===== src/rtl/pm_pkg.sv =====
// Shared types for the transceiver power-mode controller.
// Assumes: five modes; the enables are a pure function of the mode.
package pm_pkg;

    typedef enum logic [2:0] {
        M_POR   = 3'd0,
        M_READY = 3'd1,
        M_OPER  = 3'd2,
        M_TXOFF = 3'd3,
        M_PDOWN = 3'd4
    } mode_t;

    typedef struct packed {
        logic reg_on;
        logic rx_on;
        logic tx_on;
        logic pu_on;
        logic wk_on;
    } en_t;

    // Translate a mode into its enable set (the tx gate by regulator is applied elsewhere).
    function automatic en_t mode_enables(mode_t m);
        en_t e;
        e = '0;
        case (m)
            M_READY, M_TXOFF: begin e.reg_on = 1'b1; e.rx_on = 1'b1; end
            M_OPER:  begin e.reg_on = 1'b1; e.rx_on = 1'b1; e.tx_on = 1'b1; e.pu_on = 1'b1; end
            M_PDOWN: e.wk_on = 1'b1;
            default: e = '0;
        endcase
        return e;
    endfunction

endpackage


===== src/rtl/pm_sync.sv =====
// Two-stage synchronizer for a bundle of asynchronous flags.
// Assumes: each bit is independent; no multi-bit coherence is needed.
module pm_sync #(
    parameter int W = 7
) (
    input  logic         clk,
    input  logic         rst_n,
    input  logic [W-1:0] d_async,
    output logic [W-1:0] d_sync
);
    logic [W-1:0] stage1;

    // Two flops per bit, cleared by reset.
    always_ff @(posedge clk) begin
        if (!rst_n) begin
            stage1 <= '0;
            d_sync <= '0;
        end else begin
            stage1 <= d_async;
            d_sync <= stage1;
        end
    end
endmodule


===== src/rtl/pm_deglitch.sv =====
// Counts consecutive cycles of an arm level. Raises done in the cycle
// the count reaches TICKS. Any cycle without arm clears the count.
// Assumes: TICKS >= 1.
module pm_deglitch #(
    parameter int TICKS = 2000
) (
    input  logic clk,
    input  logic rst_n,
    input  logic arm,
    output logic done
);
    localparam int CW = $clog2(TICKS + 1);
    localparam logic [CW-1:0] LAST = CW'(TICKS - 1);

    logic [CW-1:0] cnt;

    assign done = arm && (cnt == LAST);

    // Run while armed, hold at the last value, clear otherwise.
    always_ff @(posedge clk) begin
        if (!rst_n)      cnt <= '0;
        else if (!arm)   cnt <= '0;
        else if (!done)  cnt <= cnt + 1'b1;
    end

    assert_cnt_bound_R6: assert property (@(posedge clk) disable iff (!rst_n)
        cnt <= LAST);

    assert_cnt_clears_R6: assert property (@(posedge clk) disable iff (!rst_n)
        !arm |=> (cnt == '0));
endmodule


===== src/rtl/pm_mode_fsm.sv =====
// Mode register of the power-mode controller. It takes synchronized flags
// and returns the current mode.
// Assumes: inputs are already synchronous; deg_done comes from the sleep deglitch.
module pm_mode_fsm
    import pm_pkg::*;
(
    input  logic  clk,
    input  logic  rst_n,
    input  logic  sup_on_s,
    input  logic  sup_off_s,
    input  logic  reg_ok_s,
    input  logic  cs_s,
    input  logic  txd_s,
    input  logic  fault_s,
    input  logic  wake_s,
    input  logic  deg_done,
    output mode_t mode
);
    mode_t mode_nx;
    logic  cs_prev;
    logic  cs_fall;
    logic  go_oper;

    assign cs_fall = cs_prev && !cs_s;
    assign go_oper = cs_s && txd_s && reg_ok_s && !fault_s;

    // Previous synchronized chip-select, for edge detection.
    always_ff @(posedge clk) begin
        if (!rst_n) cs_prev <= 1'b0;
        else        cs_prev <= cs_s;
    end

    // Next-mode decision; brownout wins over everything.
    always_comb begin
        mode_nx = mode;
        if (sup_off_s) begin
            mode_nx = M_POR;
        end else begin
            case (mode)
                M_POR:   if (sup_on_s) mode_nx = M_READY;
                M_READY: begin
                    if (go_oper)                          mode_nx = M_OPER;
                    else if (cs_s && !txd_s && reg_ok_s)  mode_nx = M_TXOFF;
                end
                M_OPER:  if (cs_fall || fault_s || !reg_ok_s) mode_nx = M_TXOFF;
                M_TXOFF: begin
                    if (go_oper)       mode_nx = M_OPER;
                    else if (deg_done) mode_nx = M_PDOWN;
                end
                M_PDOWN: if (wake_s || cs_s) mode_nx = M_READY;
                default: mode_nx = M_POR;
            endcase
        end
    end

    // Mode register.
    always_ff @(posedge clk) begin
        if (!rst_n) mode <= M_POR;
        else        mode <= mode_nx;
    end

    assert_brownout_por_R2: assert property (@(posedge clk) disable iff (!rst_n)
        sup_off_s |=> (mode == M_POR));

    assert_oper_entry_R3: assert property (@(posedge clk) disable iff (!rst_n)
        (mode != M_OPER) ##1 (mode == M_OPER) |-> $past(cs_s && txd_s && reg_ok_s && !fault_s));

    assert_cs_fall_exit_R5: assert property (@(posedge clk) disable iff (!rst_n)
        (mode == M_OPER && cs_fall && !sup_off_s) |=> (mode == M_TXOFF));

    assert_sleep_source_R6: assert property (@(posedge clk) disable iff (!rst_n)
        (mode != M_PDOWN) ##1 (mode == M_PDOWN) |-> ($past(mode) == M_TXOFF && $past(deg_done)));
endmodule


===== src/rtl/xcvr_pm_ctrl.sv =====
// Top of the transceiver power-mode controller. It synchronizes the flags,
// runs the sleep deglitch, holds the mode and decodes the enables.
// Assumes: rst_n is synchronous and active low; all other inputs are asynchronous.
module xcvr_pm_ctrl
    import pm_pkg::*;
#(
    parameter int DEGLITCH_TICKS = 2000
) (
    input  logic clk,
    input  logic rst_n,
    input  logic sup_above_on,
    input  logic sup_below_off,
    input  logic reg_good,
    input  logic cs_wake,
    input  logic txd_pin,
    input  logic fault,
    input  logic bus_wake,
    output logic reg_en,
    output logic rx_en,
    output logic tx_en,
    output logic pullup_en,
    output logic wake_en,
    output logic rst_pull_low
);
    localparam int NUM_IN = 7;

    logic [NUM_IN-1:0] raw_in;
    logic [NUM_IN-1:0] syn_in;
    logic  sup_on_s, sup_off_s, reg_ok_s, cs_s, txd_s, fault_s, wake_s;
    logic  deg_arm, deg_done;
    mode_t mode;
    en_t   en;

    assign raw_in = {sup_above_on, sup_below_off, reg_good, cs_wake, txd_pin, fault, bus_wake};
    assign {sup_on_s, sup_off_s, reg_ok_s, cs_s, txd_s, fault_s, wake_s} = syn_in;

    pm_sync #(.W(NUM_IN)) sync_i (
        .clk     (clk),
        .rst_n   (rst_n),
        .d_async (raw_in),
        .d_sync  (syn_in)
    );

    assign deg_arm = (mode == M_TXOFF) && !cs_s && !txd_s;

    pm_deglitch #(.TICKS(DEGLITCH_TICKS)) deglitch_i (
        .clk   (clk),
        .rst_n (rst_n),
        .arm   (deg_arm),
        .done  (deg_done)
    );

    pm_mode_fsm fsm_i (
        .clk       (clk),
        .rst_n     (rst_n),
        .sup_on_s  (sup_on_s),
        .sup_off_s (sup_off_s),
        .reg_ok_s  (reg_ok_s),
        .cs_s      (cs_s),
        .txd_s     (txd_s),
        .fault_s   (fault_s),
        .wake_s    (wake_s),
        .deg_done  (deg_done),
        .mode      (mode)
    );

    // Output decode; the transmitter is also gated by regulator health.
    always_comb begin
        en           = mode_enables(mode);
        reg_en       = en.reg_on;
        rx_en        = en.rx_on;
        tx_en        = en.tx_on && reg_ok_s;
        pullup_en    = en.pu_on;
        wake_en      = en.wk_on;
        rst_pull_low = (mode == M_POR) || !reg_ok_s;
    end

    assert_tx_needs_reg_R9: assert property (@(posedge clk) disable iff (!rst_n)
        tx_en |-> (reg_en && reg_ok_s && pullup_en));

    assert_pullup_oper_R8: assert property (@(posedge clk) disable iff (!rst_n)
        pullup_en |-> (mode == M_OPER && !wake_en));
endmodule


===== config.mk =====
export PLATFORM = sky130hd
export DESIGN_NAME = xcvr_pm_ctrl
export DESIGN_NICKNAME = d
export VERILOG_FILES = /design/src/rtl/pm_pkg.sv /design/src/rtl/pm_sync.sv /design/src/rtl/pm_deglitch.sv /design/src/rtl/pm_mode_fsm.sv /design/src/rtl/xcvr_pm_ctrl.sv
export SDC_FILE = /design/constraint.sdc
export NUM_CORES = 1
export LEC_CHECK = 0
export BUFFER_PORTS_ARGS = -buffer_cell sky130_fd_sc_hd__buf_2
export CAP_MARGIN = 5
export CORE_UTILIZATION = 40
export CTS_BUF_LIST = sky130_fd_sc_hd__clkbuf_4 sky130_fd_sc_hd__clkbuf_8
export CTS_CLUSTER_DIAMETER = 150
export DETAILED_ROUTE_END_ITERATION = 16
export PLACE_DENSITY = 0.63
export SLEW_MARGIN = 20
export SYNTH_ARGS = -nofsm -noshare
export SYNTH_HDL_FRONTEND = slang
export SYNTH_HIERARCHICAL = 1
export SYNTH_SLANG_ARGS = --single-unit

===== constraint.sdc =====
create_clock -name clk -period 4 [get_ports clk]
set_input_delay 0.2 -clock clk [delete_from_list [all_inputs] [get_ports clk]]
set_output_delay 0.2 -clock clk [all_outputs]
set_load 0.05 [all_outputs]

==> results of run 1 <==
-- flip-flops by register name (all words and copies together), names as in the netlist --
| name | count |
|---|---|
| deglitch_i/cnt | 11 |
| sync_i/d_sync | 7 |
| sync_i/stage1 | 7 |
| fsm_i/mode | 3 |
| fsm_i/cs_prev | 1 |
-- metal layers --
metal,track usage [%],part of all wire [%],wire length (um),vias up
met4,9.06,1.9,40,0
li1,-,-,-,504
met2,23.4,45,961,24
met1,20.4,48,1030,424
met5,0,0,0,-
met3,4.99,5.5,119,4
-- report_power, final --
group	leakage (uW)	switching (uW)	internal, uW	total (uW)
clock network	0.0000445	101	148	250
registers	0.000237	4.75	296	301
logic	0.000247	11.4	10.3	21.7
total	0.000528	118	455	572
-- per-stage QoR --
step | power [uW] | area [um^2] | setup slack, ns
after floorplan | 322 | 1220 | 2.07
after global placement | 328 | 1310 | 1.94
after detailed placement | 329 | 1310 | 1.88
after CTS | 580 | 1400 | 1.83
after global routing | 600 | 1400 | 1.59
final | 572 | 1400 | 1.87
-- layout by cell type (no fill, tap or decap), types with 2 or more instances in the layout --
cell type	netlist	routed
a21oi_1	11	11
a31oi_1	2	2
and2_1	8	8
and2_2	10	10
and4bb_1	2	2
buf_2	0	14
clkbuf_4	0	5
dfxtp_1	29	29
inv_1	5	5
nand2_1	11	11
nand3_1	3	3
nor2_1	4	4
nor3_1	3	3
nor4_1	2	2
o21ai_0	3	3
o31ai_1	5	5
or3_1	2	2
or4_1	4	4
-- worst max-delay path by stage --
stage,start,to,cells after the start
2_1_floorplan,fsm_i/mode[1],tx_en,2
6_report,fsm_i/mode[1],fsm_i/mode[2],9
4_1_cts,fsm_i/mode[1],fsm_i/mode[2],9
3_3_place_gp,fsm_i/mode[1],fsm_i/mode[2],9
5_1_grt,fsm_i/mode[1],fsm_i/mode[2],9
3_5_place_dp,fsm_i/mode[1],fsm_i/mode[2],9
-- area by class of cell --
cell class,count,area (um^2)
Timing Repair Buffer,14,70.1
Inverter,6,22.5
Tap cell,31,38.8
Clock inverter,2,37.5
Sequential cell,29,581
Multi-Input combinational cell,91,602
Fill cell,284,1430
Clock buffer,6,51.3
-- kinds of logic after synthesis --
group	synth area share, %
flops	47.4
compound gates	17.9
simple gates	29.4
buf+inv	3.37
fa+ha+maj	1.02
mux	0.818
==> results.sh, run 1 <==
export IMPL_r2r_start="fsm_i/mode[1]"
export IMPL_worstHoldPathType="input port to flip-flop"
export IMPL_finalCritPeriodShare_pct=53.3
export IMPL_antenna_found_initial=0
export IMPL_path_cells="nand2_1, nor4_1, and4bb_1, nand3_1, inv_2, nand2_1, a41oi_1, nand3_1, a21oi_1"
export IMPL_die_area_um2=3280
export IMPL_drive_above_1_share_pct=27.7
export IMPL_postCtsSetupBuffers=0
export IMPL_drt_iter0_drc=41
export IMPL_synth_edf_count=0
export IMPL_portBuffers=14
export IMPL_antenna_left=0
export IMPL_wirelength_um=2150
export IMPL_skew_ns=0.00478
export IMPL_ys_flop_type="dfxtp_1"
export IMPL_dp_hpwl_um=1470
export IMPL_yosysSeqAreaShare_pct=47.4
export IMPL_tightest_slew_ns=0.431
export IMPL_n_antenna_cell=0
export IMPL_cp_required_ns=4.26
export IMPL_syn_to_final_growth_pct=14.6
export IMPL_synth_largest_area_cell="dfxtp_1"
export IMPL_finalSetupTns_ns=0
export IMPL_final_nets=157
export IMPL_h_tree_depth=2
export IMPL_ys_top_cells_by_count="dfxtp_1 (29), a21oi_1 (11), nand2_1 (11), and2_2 (10), and2_1 (8)"
export IMPL_critical_path_top_delay_family="simple AND/OR/NAND/NOR gates"
export IMPL_setup_violations_final=0
export IMPL_die_x_um=57.3
export IMPL_r2r_slack_ns=1.87
export IMPL_grt_pass1_wl_um=3930
export IMPL_r2r_cells=9
export IMPL_max_cap_violations=0
export IMPL_cts_sinks=29
export IMPL_status="complete, but fails checks"
export IMPL_cts_tree="built"
export IMPL_initial_core_util_pct=43.3
export IMPL_grt_pass1_vias=906
export IMPL_syn_inst=128
export IMPL_clock_latency_ns=0.32
export IMPL_cts_hold_buf=0
export IMPL_holdWs_ns=0.0887
export IMPL_r2r_end="fsm_i/mode[2]"
export IMPL_async_flop_share_pct=0
export IMPL_cellPowerDensity_nw_per_um2=408
export IMPL_pin_count=15
export IMPL_dieHeight_um=57.3
export IMPL_grt_max_degree=19
export IMPL_synth_top_area_share_pct=47.4
export IMPL_ys_warn_count=6
export IMPL_yosys_top_cells_area="dfxtp_1 (47%), and2_2 (6.1%), a21oi_1 (4.5%), and2_1 (4.1%), nand2_1 (3.4%)"
export IMPL_instances_no_fill=179
export IMPL_ir_worst_vdd_uv=215
export IMPL_crit_arrival_ns=2.39
export IMPL_ys_seq_elements=29
export IMPL_slowest_stage="dfxtp_1"
export IMPL_placed_cells=171
export IMPL_worstPathMaxFanout=12
export IMPL_vias=956
export IMPL_drt_vias_per_instance=5.34
export IMPL_drv_slew=0
export IMPL_cts_resized_gates=0
export IMPL_clk_pin_slew_ns=0.09
export IMPL_cts_buffers=5
export IMPL_hold_end="sync_i/stage1[3]"
export IMPL_fp_row_count=19
export IMPL_ctsRootBufferMaster="clkbuf_4"
export IMPL_cp_slowest_stage_delay_ns=0.53
export IMPL_cp_start_kind="flip-flop"
export IMPL_rsz0062_at_grt="false"
export IMPL_avgRoutedWirePerCell_um=12.0
export IMPL_clk_path_buf_depth=2
export IMPL_hold_viol=0
export IMPL_ys_types=40
export IMPL_path_class="flip-flop to flip-flop"
export IMPL_fmax_ghz=0.469
export IMPL_syn_cell_area_um2=1220
export IMPL_end_kind="flip-flop"
export IMPL_max_slew_margin_rel_pct=71.0
export IMPL_hold_depth=2
export IMPL_synth_most_common_cell="dfxtp_1"
export IMPL_globalplace_congestion=0.769
export IMPL_first_pass_iters=10
export IMPL_track_usage_pct=15.8
export IMPL_overflow=0
export IMPL_violations="design-rule violations"
export IMPL_p_leak_uw=0.000528
export IMPL_synth_net_count=138
export IMPL_drc=2
export IMPL_final_core_util_pct=49.6
export IMPL_period_needed_ns=2.13
export IMPL_core_area_um2=2830
export IMPL_hold_start="cs_wake"
export IMPL_avgSynthCellArea_um2=9.56
export IMPL_path_buf_inv=1
Power figures use the tool's default switching activity.
==> run 2: changes to the inputs <==
==> constraint.sdc (replaced) <==
create_clock -name clk -period 2.2 [get_ports clk]
set_input_delay 0.11 -clock clk [delete_from_list [all_inputs] [get_ports clk]]
set_output_delay 0.11 -clock clk [all_outputs]
set_load 0.05 [all_outputs]
==> run 2 against run 1 <==
  * The run still ends with design-rule violations left
  * Via count rose by 7.1%
  * Clock-buffer cell count fell by 1
  * Core utilization rose by 3.1 points
  * Final area rose by 6.3%
  * Critical path type unchanged
  * Largest power group unchanged
==> results.sh, run 2 (same netlist as run 1, synthesis figures left out) <==
export IMPL_status="complete, but fails checks"
export IMPL_violations="design-rule violations"
export IMPL_final_common_cell="dfxtp_1"
export IMPL_initial_core_util_pct=43.3
export IMPL_dp_hpwl_um=1460
export IMPL_grt_max_degree=19
export IMPL_dieHeight_um=57.3
export IMPL_antenna_found_initial=0
export IMPL_max_slew_margin_rel_pct=74.0
export IMPL_clock_power_share_pct=42.7
export IMPL_cp_start_kind="flip-flop"
export IMPL_drv_slew=0
export IMPL_power_total_uw=1040
export IMPL_portBuffers=14
export IMPL_die_x_um=57.3
export IMPL_drt_vias_per_instance=5.42
export IMPL_wirelength_um=2250
export IMPL_drt_iter0_drc=55
export IMPL_hold_viol=0
export IMPL_pin_count=15
export IMPL_reg_largest_list="deglitch_i/cnt (11), sync_i/d_sync (7), sync_i/stage1 (7)"
export IMPL_globalplace_congestion=0.841
export IMPL_worstHoldPathType="input port to flip-flop"
export IMPL_rsz0062_at_grt="false"
export IMPL_syn_to_final_growth_pct=21.9
export IMPL_antenna_left=0
export IMPL_track_usage_pct=15.7
export IMPL_tightest_slew_ns=0.386
export IMPL_cts_tree="built"
export IMPL_grt_pass1_vias=921
export IMPL_max_cap_violations=0
export IMPL_final_core_util_pct=52.7
export IMPL_final_nets=167
export IMPL_finalCritPeriodShare_pct=87.8
export IMPL_fmax_ghz=0.517
export IMPL_crit_arrival_ns=2.20
export IMPL_drive_above_1_share_pct=28.5
export IMPL_post_place_ws_ns=0.172
export IMPL_mostFrequentLayoutCells="dfxtp_1 (28), buf_2 (14), nand2_1 (11), a21oi_1 (11), and2_2 (10)"
export IMPL_cp_required_ns=2.47
export IMPL_cts_buffers=5
export IMPL_placed_area_um2=1340
export IMPL_ctsRootBufferMaster="clkbuf_4"
export IMPL_cts_sinks=29
export IMPL_avgRoutedWirePerCell_um=11.9
export IMPL_cellPowerDensity_nw_per_um2=697
export IMPL_design_area_um2=1490
export IMPL_n_antenna_cell=0
export IMPL_period_needed_ns=1.93
export IMPL_largest_reg_flops=11
export IMPL_finalSetupTns_ns=0
export IMPL_clk_path_buf_depth=2
export IMPL_die_area_um2=3280
export IMPL_switching_share_pct=22.5
export IMPL_skew_ns=0.00895
export IMPL_top_register="deglitch_i/cnt"
export IMPL_fp_row_count=19
export IMPL_worstPathMaxFanout=9
export IMPL_layout_setup_ws_ns=0.267
export IMPL_setup_violations_final=0
export IMPL_clk_pin_slew_ns=0.11
export IMPL_clock_latency_ns=0.33
export IMPL_p_comb_share_pct=4.7
export IMPL_first_pass_iters=10
export IMPL_ir_worst_vdd_uv=378
export IMPL_internal_power_uw=806
export IMPL_vias=1024
export IMPL_drc=4
export IMPL_p_switching_uw=233
export IMPL_overflow=0
export IMPL_end_kind="flip-flop"
export IMPL_core_area_um2=2830
export IMPL_p_leak_uw=0.000571
export IMPL_path_class="flip-flop to flip-flop"
export IMPL_power_frac_seq_pct=52.6
export IMPL_h_tree_depth=2
export IMPL_grt_pass1_wl_um=3890
[run 2: path summary, 6_finish.rpt]
check                                   endpoint  depth (start not counted)        startpoint  slack (ns)
worst max-delay path               fsm_i/mode[2]                          9     fsm_i/mode[0]        0.27
worst min-delay path            sync_i/d_sync[1]                          2             rst_n        0.15
worst max register to register     fsm_i/mode[2]                          9     fsm_i/mode[0]        0.27
worst min register to register  sync_i/d_sync[1]                          1  sync_i/stage1[1]        0.44
[run 2: layer usage]
metal | global-route usage [%] | part of all wire [%] | wire length, um | vias to the layer above
met5 | 0 | 0 | 0 | -
met4 | 8.36 | 2.1 | 48 | 0
met3 | 6.12 | 6.5 | 145 | 6
met2 | 24.4 | 44 | 987 | 32
met1 | 18.9 | 47 | 1070 | 460
li1 | - | - | - | 526
[run 2: worst max-delay path, cell delays in order, from the launching register on]
cell and delay, ns:
dfxtp_2 0.44, nand2_1 0.08, nor4_1 0.27, and4bb_1 0.31, nand3_1 0.12, inv_2 0.09
nand2_1 0.07, a41oi_1 0.23, nand3_1 0.11, a21oi_1 0.15
[run 2: power groups by stage]
stage | Combinational [uW] | Sequential (uW) | Clock, uW
final | 49.1 | 546 | 443
after global routing | 53.9 | 548 | 481
after CTS | 48.8 | 546 | 458
after detailed placement | 39.4 | 558 | 0
after global placement | 38.4 | 558 | 0
after floorplan | 29.9 | 556 | 0
[run 2: through the flow]
| stage | hold WS, ns | instances |
|---|---|---|
| CTS | 0.146 | 189 |
| global route | 0.147 | 189 |
| floorplan | 0.237 | 128 |
| global placement | 0.329 | 174 |
| finish | 0.154 | 189 |
| detailed placement | 0.332 | 174 |
[run 2: cell type report]
type | instances | area [um^2]
clock inverter | 3 | 46.3
sequential | 29 | 582
fill | 252 | 1340
multi-input combinational | 91 | 602
tap | 31 | 38.8
timing repair buffer | 24 | 163
inverter | 6 | 22.5
clock buffer | 5 | 37.5
[run 2: repair_timing]
action                                 CTS  global route
buffers inserted                         0             0
resized for setup                        0             1
hold buffers                             7             0
endpoints found under the hold margin    7             0
setup endpoints to repair                0             1
